`src/rtl/spi_cmd_pkg.sv`:
```
`timescale 1ns/1ps
package spi_cmd_pkg;
  localparam logic [2:0] A_CMD    = 3'd0;
  localparam logic [2:0] A_COUNT  = 3'd1;
  localparam logic [2:0] A_SEL    = 3'd2;
  localparam logic [2:0] A_TIMING = 3'd3;
  localparam logic [2:0] A_ADDR   = 3'd4;
  localparam logic [2:0] A_STATUS = 3'd5;
  localparam logic [2:0] A_CLEAR  = 3'd6;
  localparam logic [2:0] A_OP     = 3'd7;

  localparam int OPB_START  = 0;
  localparam int OPB_STATUS = 1;
  localparam int OPB_READ   = 2;
  localparam int OPB_WRITE  = 5;
  localparam int OPB_ADDR   = 6;
  localparam int OPB_OPC    = 7;
  localparam int OPB_DUMMY  = 8;
  localparam int SEL_CS_LSB = 11;

  localparam int NUM_PH = 6;
  typedef enum logic [2:0] {
    PH_OPC = 3'd0, PH_ADR = 3'd1, PH_DUM = 3'd2,
    PH_WR  = 3'd3, PH_RD  = 3'd4, PH_ST  = 3'd5, PH_NONE = 3'd6
  } phase_e;

  typedef enum logic [2:0] {
    S_IDLE, S_SETUP, S_XFER, S_HOLD, S_GAP
  } seq_e;
endpackage

```
`src/rtl/spi_byte_shifter.sv`:
```
`timescale 1ns/1ps
module spi_byte_shifter (
  input  logic       clk,
  input  logic       rst_n,
  input  logic       go,
  input  logic [7:0] tx_byte,
  input  logic       miso,
  output logic       sclk,
  output logic       mosi,
  output logic [7:0] rx_byte,
  output logic       done
);
  logic [7:0] sh_tx, sh_rx;
  logic [2:0] bit_q;
  logic       half_q, act_q;

  always_ff @(posedge clk or negedge rst_n) begin
    if (!rst_n) begin
      sh_tx  <= '0;
      sh_rx  <= '0;
      bit_q  <= '0;
      half_q <= 1'b0;
      act_q  <= 1'b0;
    end else if (go && !act_q) begin
      act_q  <= 1'b1;
      sh_tx  <= tx_byte;
      bit_q  <= '0;
      half_q <= 1'b0;
    end else if (act_q) begin
      if (!half_q) begin
        half_q <= 1'b1;
        sh_rx  <= {sh_rx[6:0], miso};
      end else begin
        half_q <= 1'b0;
        sh_tx  <= {sh_tx[6:0], 1'b0};
        if (bit_q == 3'd7) act_q <= 1'b0;
        else               bit_q <= bit_q + 3'd1;
      end
    end
  end

  assign sclk    = act_q & half_q;
  assign mosi    = sh_tx[7];
  assign rx_byte = sh_rx;
  assign done    = act_q & half_q & (bit_q == 3'd7);
endmodule

```
`src/rtl/spi_cmd_window.sv`:
```
`timescale 1ns/1ps
module spi_cmd_window #(
  parameter int DEPTH = 64,
  localparam int AW = $clog2(DEPTH)
) (
  input  logic          clk,
  input  logic          host_we,
  input  logic [AW-1:0] host_addr,
  input  logic [7:0]    host_wdata,
  output logic [7:0]    host_rdata,
  input  logic          eng_we,
  input  logic [AW-1:0] eng_addr,
  input  logic [7:0]    eng_wdata,
  output logic [7:0]    eng_rdata
);
  logic [7:0] mem [DEPTH];

  always_ff @(posedge clk) begin
    if (eng_we)       mem[eng_addr]  <= eng_wdata;
    else if (host_we) mem[host_addr] <= host_wdata;
  end

  assign host_rdata = mem[host_addr];
  assign eng_rdata  = mem[eng_addr];
endmodule

```
`src/rtl/spi_cmd_engine.sv`:
```
`timescale 1ns/1ps
module spi_cmd_engine
  import spi_cmd_pkg::*;
#(
  parameter int WIN_BYTES  = 64,
  parameter int NUM_CS     = 2,
  parameter int CNT_W      = 14,
  parameter int ADDR_BYTES = 3
) (
  input  logic                         clk,
  input  logic                         rst_n,
  input  logic                         reg_we,
  input  logic [2:0]                   reg_addr,
  input  logic [31:0]                  reg_wdata,
  output logic [31:0]                  reg_rdata,
  input  logic                         win_we,
  input  logic [$clog2(WIN_BYTES)-1:0] win_addr,
  input  logic [7:0]                   win_wdata,
  output logic [7:0]                   win_rdata,
  output logic                         spi_sclk,
  output logic [NUM_CS-1:0]            spi_cs_n,
  output logic                         spi_mosi,
  input  logic                         spi_miso,
  output logic                         op_done
);
  localparam int WIN_AW = $clog2(WIN_BYTES);
  localparam int CS_W   = (NUM_CS > 1) ? $clog2(NUM_CS) : 1;
  localparam int ADR_W  = 8 * ADDR_BYTES;

  seq_e               state_q;
  phase_e             cur_q, first_ph, next_ph;
  logic [NUM_PH-1:0]  ph_en_q, live;
  logic [CNT_W-1:0]   ph_len [NUM_PH];
  logic [CNT_W-1:0]   count_q, eff_cnt, left_q, idx_q;
  logic [7:0]         opcode_q, tx_byte, rx_byte, eng_rdata;
  logic [CS_W-1:0]    cs_q, cs_act_q;
  logic [3:0]         dummy_q, t_hold_q, t_setup_q, t_gap_q, tmr_q;
  logic [ADR_W-1:0]   addr_q, adr_sh;
  logic               done_q, cs_on_q, inflight_q, busy, go, sh_done;
  logic               start_req, cfg_we, clr_req, eng_we;
  logic [WIN_AW-1:0]  eng_addr;

  assign busy      = (state_q != S_IDLE);
  assign start_req = reg_we && reg_addr == A_OP && reg_wdata[OPB_START] && !busy;
  assign cfg_we    = reg_we && !busy;
  assign clr_req   = reg_we && reg_addr == A_CLEAR && reg_wdata[0];
  assign eff_cnt   = (count_q > CNT_W'(WIN_BYTES)) ? CNT_W'(WIN_BYTES) : count_q;

  always_comb begin
    ph_len[PH_OPC] = CNT_W'(1);
    ph_len[PH_ADR] = CNT_W'(ADDR_BYTES);
    ph_len[PH_DUM] = CNT_W'(dummy_q);
    ph_len[PH_WR]  = eff_cnt;
    ph_len[PH_RD]  = eff_cnt;
    ph_len[PH_ST]  = CNT_W'(1);
    first_ph = PH_NONE;
    next_ph  = PH_NONE;
    for (int p = NUM_PH - 1; p >= 0; p--) begin
      live[p] = ph_en_q[p] && (ph_len[p] != '0);
      if (live[p]) first_ph = phase_e'(p);
      if (live[p] && p > int'(cur_q)) next_ph = phase_e'(p);
    end
  end

  always_comb begin
    adr_sh = addr_q << {idx_q, 3'b000};
    unique case (cur_q)
      PH_OPC:  tx_byte = opcode_q;
      PH_ADR:  tx_byte = adr_sh[ADR_W-1 -: 8];
      PH_WR:   tx_byte = eng_rdata;
      default: tx_byte = 8'h00;
    endcase
  end

  assign go       = (state_q == S_XFER) && !inflight_q;
  assign eng_we   = sh_done && (state_q == S_XFER) && (cur_q == PH_RD || cur_q == PH_ST);
  assign eng_addr = (cur_q == PH_ST) ? '0 : idx_q[WIN_AW-1:0];

  always_ff @(posedge clk or negedge rst_n) begin
    if (!rst_n) begin
      opcode_q  <= '0;
      count_q   <= '0;
      cs_q      <= '0;
      dummy_q   <= '0;
      addr_q    <= '0;
      t_hold_q  <= 4'd6;
      t_setup_q <= 4'd6;
      t_gap_q   <= 4'd15;
    end else if (cfg_we) begin
      unique case (reg_addr)
        A_CMD:    opcode_q <= reg_wdata[7:0];
        A_COUNT:  count_q  <= reg_wdata[CNT_W-1:0];
        A_SEL:    begin
                    cs_q    <= reg_wdata[SEL_CS_LSB +: CS_W];
                    dummy_q <= reg_wdata[3:0];
                  end
        A_TIMING: {t_hold_q, t_setup_q, t_gap_q} <= reg_wdata[11:0];
        A_ADDR:   addr_q   <= reg_wdata[ADR_W-1:0];
        default:  ;
      endcase
    end
  end

  always_ff @(posedge clk or negedge rst_n) begin
    if (!rst_n) begin
      state_q    <= S_IDLE;
      cur_q      <= PH_NONE;
      ph_en_q    <= '0;
      left_q     <= '0;
      idx_q      <= '0;
      tmr_q      <= '0;
      cs_on_q    <= 1'b0;
      cs_act_q   <= '0;
      inflight_q <= 1'b0;
      done_q     <= 1'b0;
    end else begin
      if (clr_req) done_q <= 1'b0;
      unique case (state_q)
        S_IDLE: if (start_req) begin
          state_q  <= S_SETUP;
          tmr_q    <= t_setup_q;
          cs_on_q  <= 1'b1;
          cs_act_q <= cs_q;
          ph_en_q  <= {reg_wdata[OPB_STATUS], reg_wdata[OPB_READ], reg_wdata[OPB_WRITE],
                       reg_wdata[OPB_DUMMY], reg_wdata[OPB_ADDR], reg_wdata[OPB_OPC]};
        end
        S_SETUP: if (tmr_q == '0) begin
          if (first_ph == PH_NONE) begin
            state_q <= S_HOLD;
            tmr_q   <= t_hold_q;
          end else begin
            state_q <= S_XFER;
            cur_q   <= first_ph;
            left_q  <= ph_len[first_ph];
            idx_q   <= '0;
          end
        end else tmr_q <= tmr_q - 4'd1;
        S_XFER: begin
          if (!inflight_q) inflight_q <= 1'b1;
          else if (sh_done) begin
            inflight_q <= 1'b0;
            if (cur_q == PH_ST && rx_byte[0]) begin
              left_q <= left_q;
            end else if (left_q == CNT_W'(1)) begin
              if (next_ph == PH_NONE) begin
                state_q <= S_HOLD;
                tmr_q   <= t_hold_q;
              end else begin
                cur_q  <= next_ph;
                left_q <= ph_len[next_ph];
                idx_q  <= '0;
              end
            end else begin
              left_q <= left_q - CNT_W'(1);
              idx_q  <= idx_q + CNT_W'(1);
            end
          end
        end
        S_HOLD: if (tmr_q == '0) begin
          cs_on_q <= 1'b0;
          state_q <= S_GAP;
          tmr_q   <= t_gap_q;
        end else tmr_q <= tmr_q - 4'd1;
        S_GAP: if (tmr_q == '0) begin
          state_q <= S_IDLE;
          done_q  <= 1'b1;
        end else tmr_q <= tmr_q - 4'd1;
        default: state_q <= S_IDLE;
      endcase
    end
  end

  for (genvar i = 0; i < NUM_CS; i++) begin : g_sel
    assign spi_cs_n[i] = !(cs_on_q && cs_act_q == CS_W'(i));
  end

  always_comb begin
    unique case (reg_addr)
      A_CMD:    reg_rdata = {24'd0, opcode_q};
      A_COUNT:  reg_rdata = 32'(count_q);
      A_SEL:    reg_rdata = (32'(cs_q) << SEL_CS_LSB) | 32'(dummy_q);
      A_TIMING: reg_rdata = {20'd0, t_hold_q, t_setup_q, t_gap_q};
      A_ADDR:   reg_rdata = 32'(addr_q);
      A_STATUS: reg_rdata = {30'd0, busy, done_q};
      default:  reg_rdata = '0;
    endcase
  end

  assign op_done = done_q;

  spi_byte_shifter u_shift (
    .clk(clk), .rst_n(rst_n), .go(go), .tx_byte(tx_byte), .miso(spi_miso),
    .sclk(spi_sclk), .mosi(spi_mosi), .rx_byte(rx_byte), .done(sh_done)
  );

  spi_cmd_window #(.DEPTH(WIN_BYTES)) u_win (
    .clk(clk), .host_we(win_we), .host_addr(win_addr), .host_wdata(win_wdata),
    .host_rdata(win_rdata), .eng_we(eng_we), .eng_addr(eng_addr),
    .eng_wdata(rx_byte), .eng_rdata(eng_rdata)
  );
endmodule

```
`config.mk`:
```
export PLATFORM = sky130hd
export DESIGN_NAME = spi_cmd_engine
export DESIGN_NICKNAME = d
export VERILOG_FILES = /design/src/rtl/spi_cmd_pkg.sv /design/src/rtl/spi_byte_shifter.sv /design/src/rtl/spi_cmd_window.sv /design/src/rtl/spi_cmd_engine.sv
export SDC_FILE = /design/constraint.sdc
export NUM_CORES = 1
export LEC_CHECK = 0
export BUFFER_PORTS_ARGS = -buffer_cell sky130_fd_sc_hd__buf_2
export CAP_MARGIN = 20
export CORE_ASPECT_RATIO = 0.8
export CORE_MARGIN = 5
export CORE_UTILIZATION = 35
export DETAILED_ROUTE_END_ITERATION = 10
export GPL_TIMING_DRIVEN = 0
export SYNTH_ARGS = -nofsm -noshare
export SYNTH_HDL_FRONTEND = slang
export SYNTH_SLANG_ARGS = --single-unit
```
`constraint.sdc`:
```
create_clock -name clk -period 3.35 [get_ports clk]
set_input_delay 0.67 -clock clk [delete_from_list [all_inputs] [get_ports clk]]
set_output_delay 0.67 -clock clk [all_outputs]
set_load 0.03 [all_outputs]
```
==> run metrics <==
outcome=finished with violations; failing checks=setup timing; register area=0.0187 sq mm; RSZ-0062 raised after global routing=true; min-delay worst type=in -> reg; DR pass1 iterations=6; CP max FO=7; worst-margin pin slew=between 1 and 1.5 ns; first-pass GRT wire length=~190 mm; DR vias/cell=6.62; vias in the first global route=~24000; final worst slack=-0.275 ns; Synth area leaders=edfxtp_1 47%, mux4_2 13%, dfrtp_1 9.4%; WL per Instance=between 30 and 40 microns; FF+latch count, synth=around 640; DRT Wirelength=141 mm; Post-synth EDFFs=between 500 and 600; relative slew slack=a little under a quarter; CTS tree=done; Synth async-reset ratio=between 20% and 30%; Die H=about 280 microns; max-cap violations=0; total CTS buffers=about 70; Worst setup SP type=input port; mapped cell area=about 0.033 sq mm; CP Data Arrival Time=2.96 ns; die area=0.0993 sq mm; Top FF cell, synth=edfxtp_1; Synth area leader=edfxtp_1; vias=25900; maximum clock frequency=276 MHz; Post-DP HPWL=around 98 mm; core area=0.0927 sq mm; standard-cell rows=100; largest net degree at the start of global routing=91; Layout area overhead=24.9%; Clock H-tree levels=3; clk buf depth=3; multi-input logic area=approximately 0.014 sq mm; GRT overflow=0; Post-synth top cells=512 x edfxtp_1, 193 x mux4_2, 180 x nor2_1, 134 x nand2_1, 122 x dfrtp_1; fill cell count=8180; layout cells sized above 1=approximately 35%; count leader, synth=edfxtp_1; Setup TNS Final=-2.47 ns; initial core utilization=35.1%; gr usage total=between 20% and 30%; Skew-Pair Late Insertion Delay=about 0.68 ns; # IOs=99; antenna-violating nets left=0; initial antenna violation count=11; CTS sink cnt=644; Layout Nets=2678; Critical Path Sink Type=output pin; static leakage=between 10 and 15 nW; Register-to-Register Setup Slack=-0.20 ns; placed cell count=about 3600; sequential area share after synthesis=a little under three fifths; cell area power density=704 mW/mm^2; fin crit period=approximately 3.6 ns; post-synthesis instance total=~2300; Chip Width=around 350 microns; RePlAce Congestion=1.01; Remaining DRCs=0; pins over their slew limit=0; VDD IR max=approximately 0.00055 V; Area after DPL=between 0.03 and 0.04 sq mm; IO buf count=between 70 and 80; Worst Skew=~0.042 ns; share of the synthesized area in the top cell type=between 40% and 50%; Fin. Hold Viols=0; DR iter-0 viols=4270; Setup Crit Path Kind=in -> out; Worst EP required=~2.7 ns; Netlist cell types=93; CTS clk-pin slew, worst paths=0.06 ns; endpoints failing setup=21; YS warnings=0; Final Instance Count excl. Fillers=a little under 4000; root buffer selected by CTS=clkbuf_16; synthesized area per cell=roughly 14 sq um; Design Area, Final=roughly 0.04 sq mm; final period utilization=108%
## worst max-delay path: stages
cell       delay [ns]
clkbuf_16        0.14
clkbuf_16        0.20
bufbuf_16        0.31
mux4_2           0.34
mux4_2           0.51
mux4_2           0.57
buf_6            0.18
## worst paths after layout
kind / start / to / depth (start not counted)
min: reg_wdata[19] / addr_q[19]$_DFFE_PN0P_ / 2
min reg2reg: left_q[13]$_DFFE_PN0P_ / left_q[13]$_DFFE_PN0P_ / 1
max reg2reg: cur_q[1]$_DFFE_PN1P_ / u_shift.sh_tx[7]$_DFFE_PN0P_ / 9
max: win_addr[1] / win_rdata[6] / 7
max in group asynchronous: rst_n / t_hold_q[1]$_DFFE_PN1P_ / 3
min in group asynchronous: rst_n / idx_q[1]$_DFFE_PN0P_ / 2
## metal layers
layer / global-route usage [%] / part of all wire, %
met1: 37.7 / 38
met2: 38.2 / 41
met3: 11.1 / 15
met4: 12.7 / 5.7
met5: 0 / 0.089
## logic make-up after synthesis
| kind of cell | after synthesis | synth area share, % |
|---|---|---|
| other | 1 | 0.0115 |
| muxes | 386 | 19.7 |
| DFF | 644 | 57.4 |
| AOI/OAI and AO/OA | 459 | 10.3 |
| xor gates and xnor gates | 20 | 0.538 |
| adders and majority gates | 7 | 0.269 |
| buffers and inverters | 201 | 2.83 |
| and+or+nand+nor | 590 | 9.05 |
## registers in the layout, indices dropped and copies added, names as in the netlist, 4 cells and up
| register | cells |
|---|---|
| u_win.mem | 512 |
| addr_q | 24 |
| count_q | 14 |
| idx_q | 14 |
| left_q | 14 |
| opcode_q | 8 |
| u_shift.rx_byte | 8 |
| u_shift.sh_tx | 8 |
| ph_en_q | 6 |
| dummy_q | 4 |
| t_gap_q | 4 |
| t_hold_q | 4 |
| t_setup_q | 4 |
| tmr_q | 4 |
## cell usage in the layout, fill, tap and decap left out, types with 24 or more instances in the layout
cell type  count
a211oi_1      41
a21oi_1       73
a31oi_1       24
and3_1        47
buf_12        60
buf_2         90
buf_4        107
buf_6         33
clkbuf_1      53
clkbuf_16     82
dfrtp_1      121
edfxtp_1     512
mux2_2       102
mux2i_1       86
mux4_2       193
nand2_1      128
nand3_1       40
nor2_1       112
nor2_4        67
nor2b_1       27
nor3_1        30
o21ai_0       74
## power by group
group,internal (mW),switching (mW),total (mW)
clock,4.73,3.43,8.17
combinational,3.24,7.24,10.5
sequential,9.61,0.400,10.0
## per-stage QoR
step	power, mW	setup slack [ns]	hold slack (ns)	util, %
global route	29.1	-0.272	0.237	43.9
detailed placement	19.2	-1.44	0.486	37.8
CTS	27.8	-0.256	0.223	43.0
floorplan	15.0	0.00633	0.374	-
finish	28.7	-0.275	0.249	43.9
global placement	18.9	-1.66	0.481	37.3
## layout make-up
class / instances / share of cell area (%)
Sequential cell: 644 / 45.9
Multi-Input combinational cell: 1470 / 34.2
Timing Repair Buffer: 230 / 6.19
Clock buffer: 98 / 4.87
Tap cell: 1224 / 3.76
Buffer: 177 / 3.74
Clock inverter: 36 / 1.01
Inverter: 22 / 0.218
Antenna cell: 5 / 0.0307
## timing repair
action	CTS	global route
setup endpoints to repair	751	457
setup buffers	61	50
gates cloned	10	0
hold buffers	1	0
pin swaps	31	35
gates resized for setup	390	77
hold endpoints to repair	40	0
No activity file was read; power rests on OpenSTA's default activity.
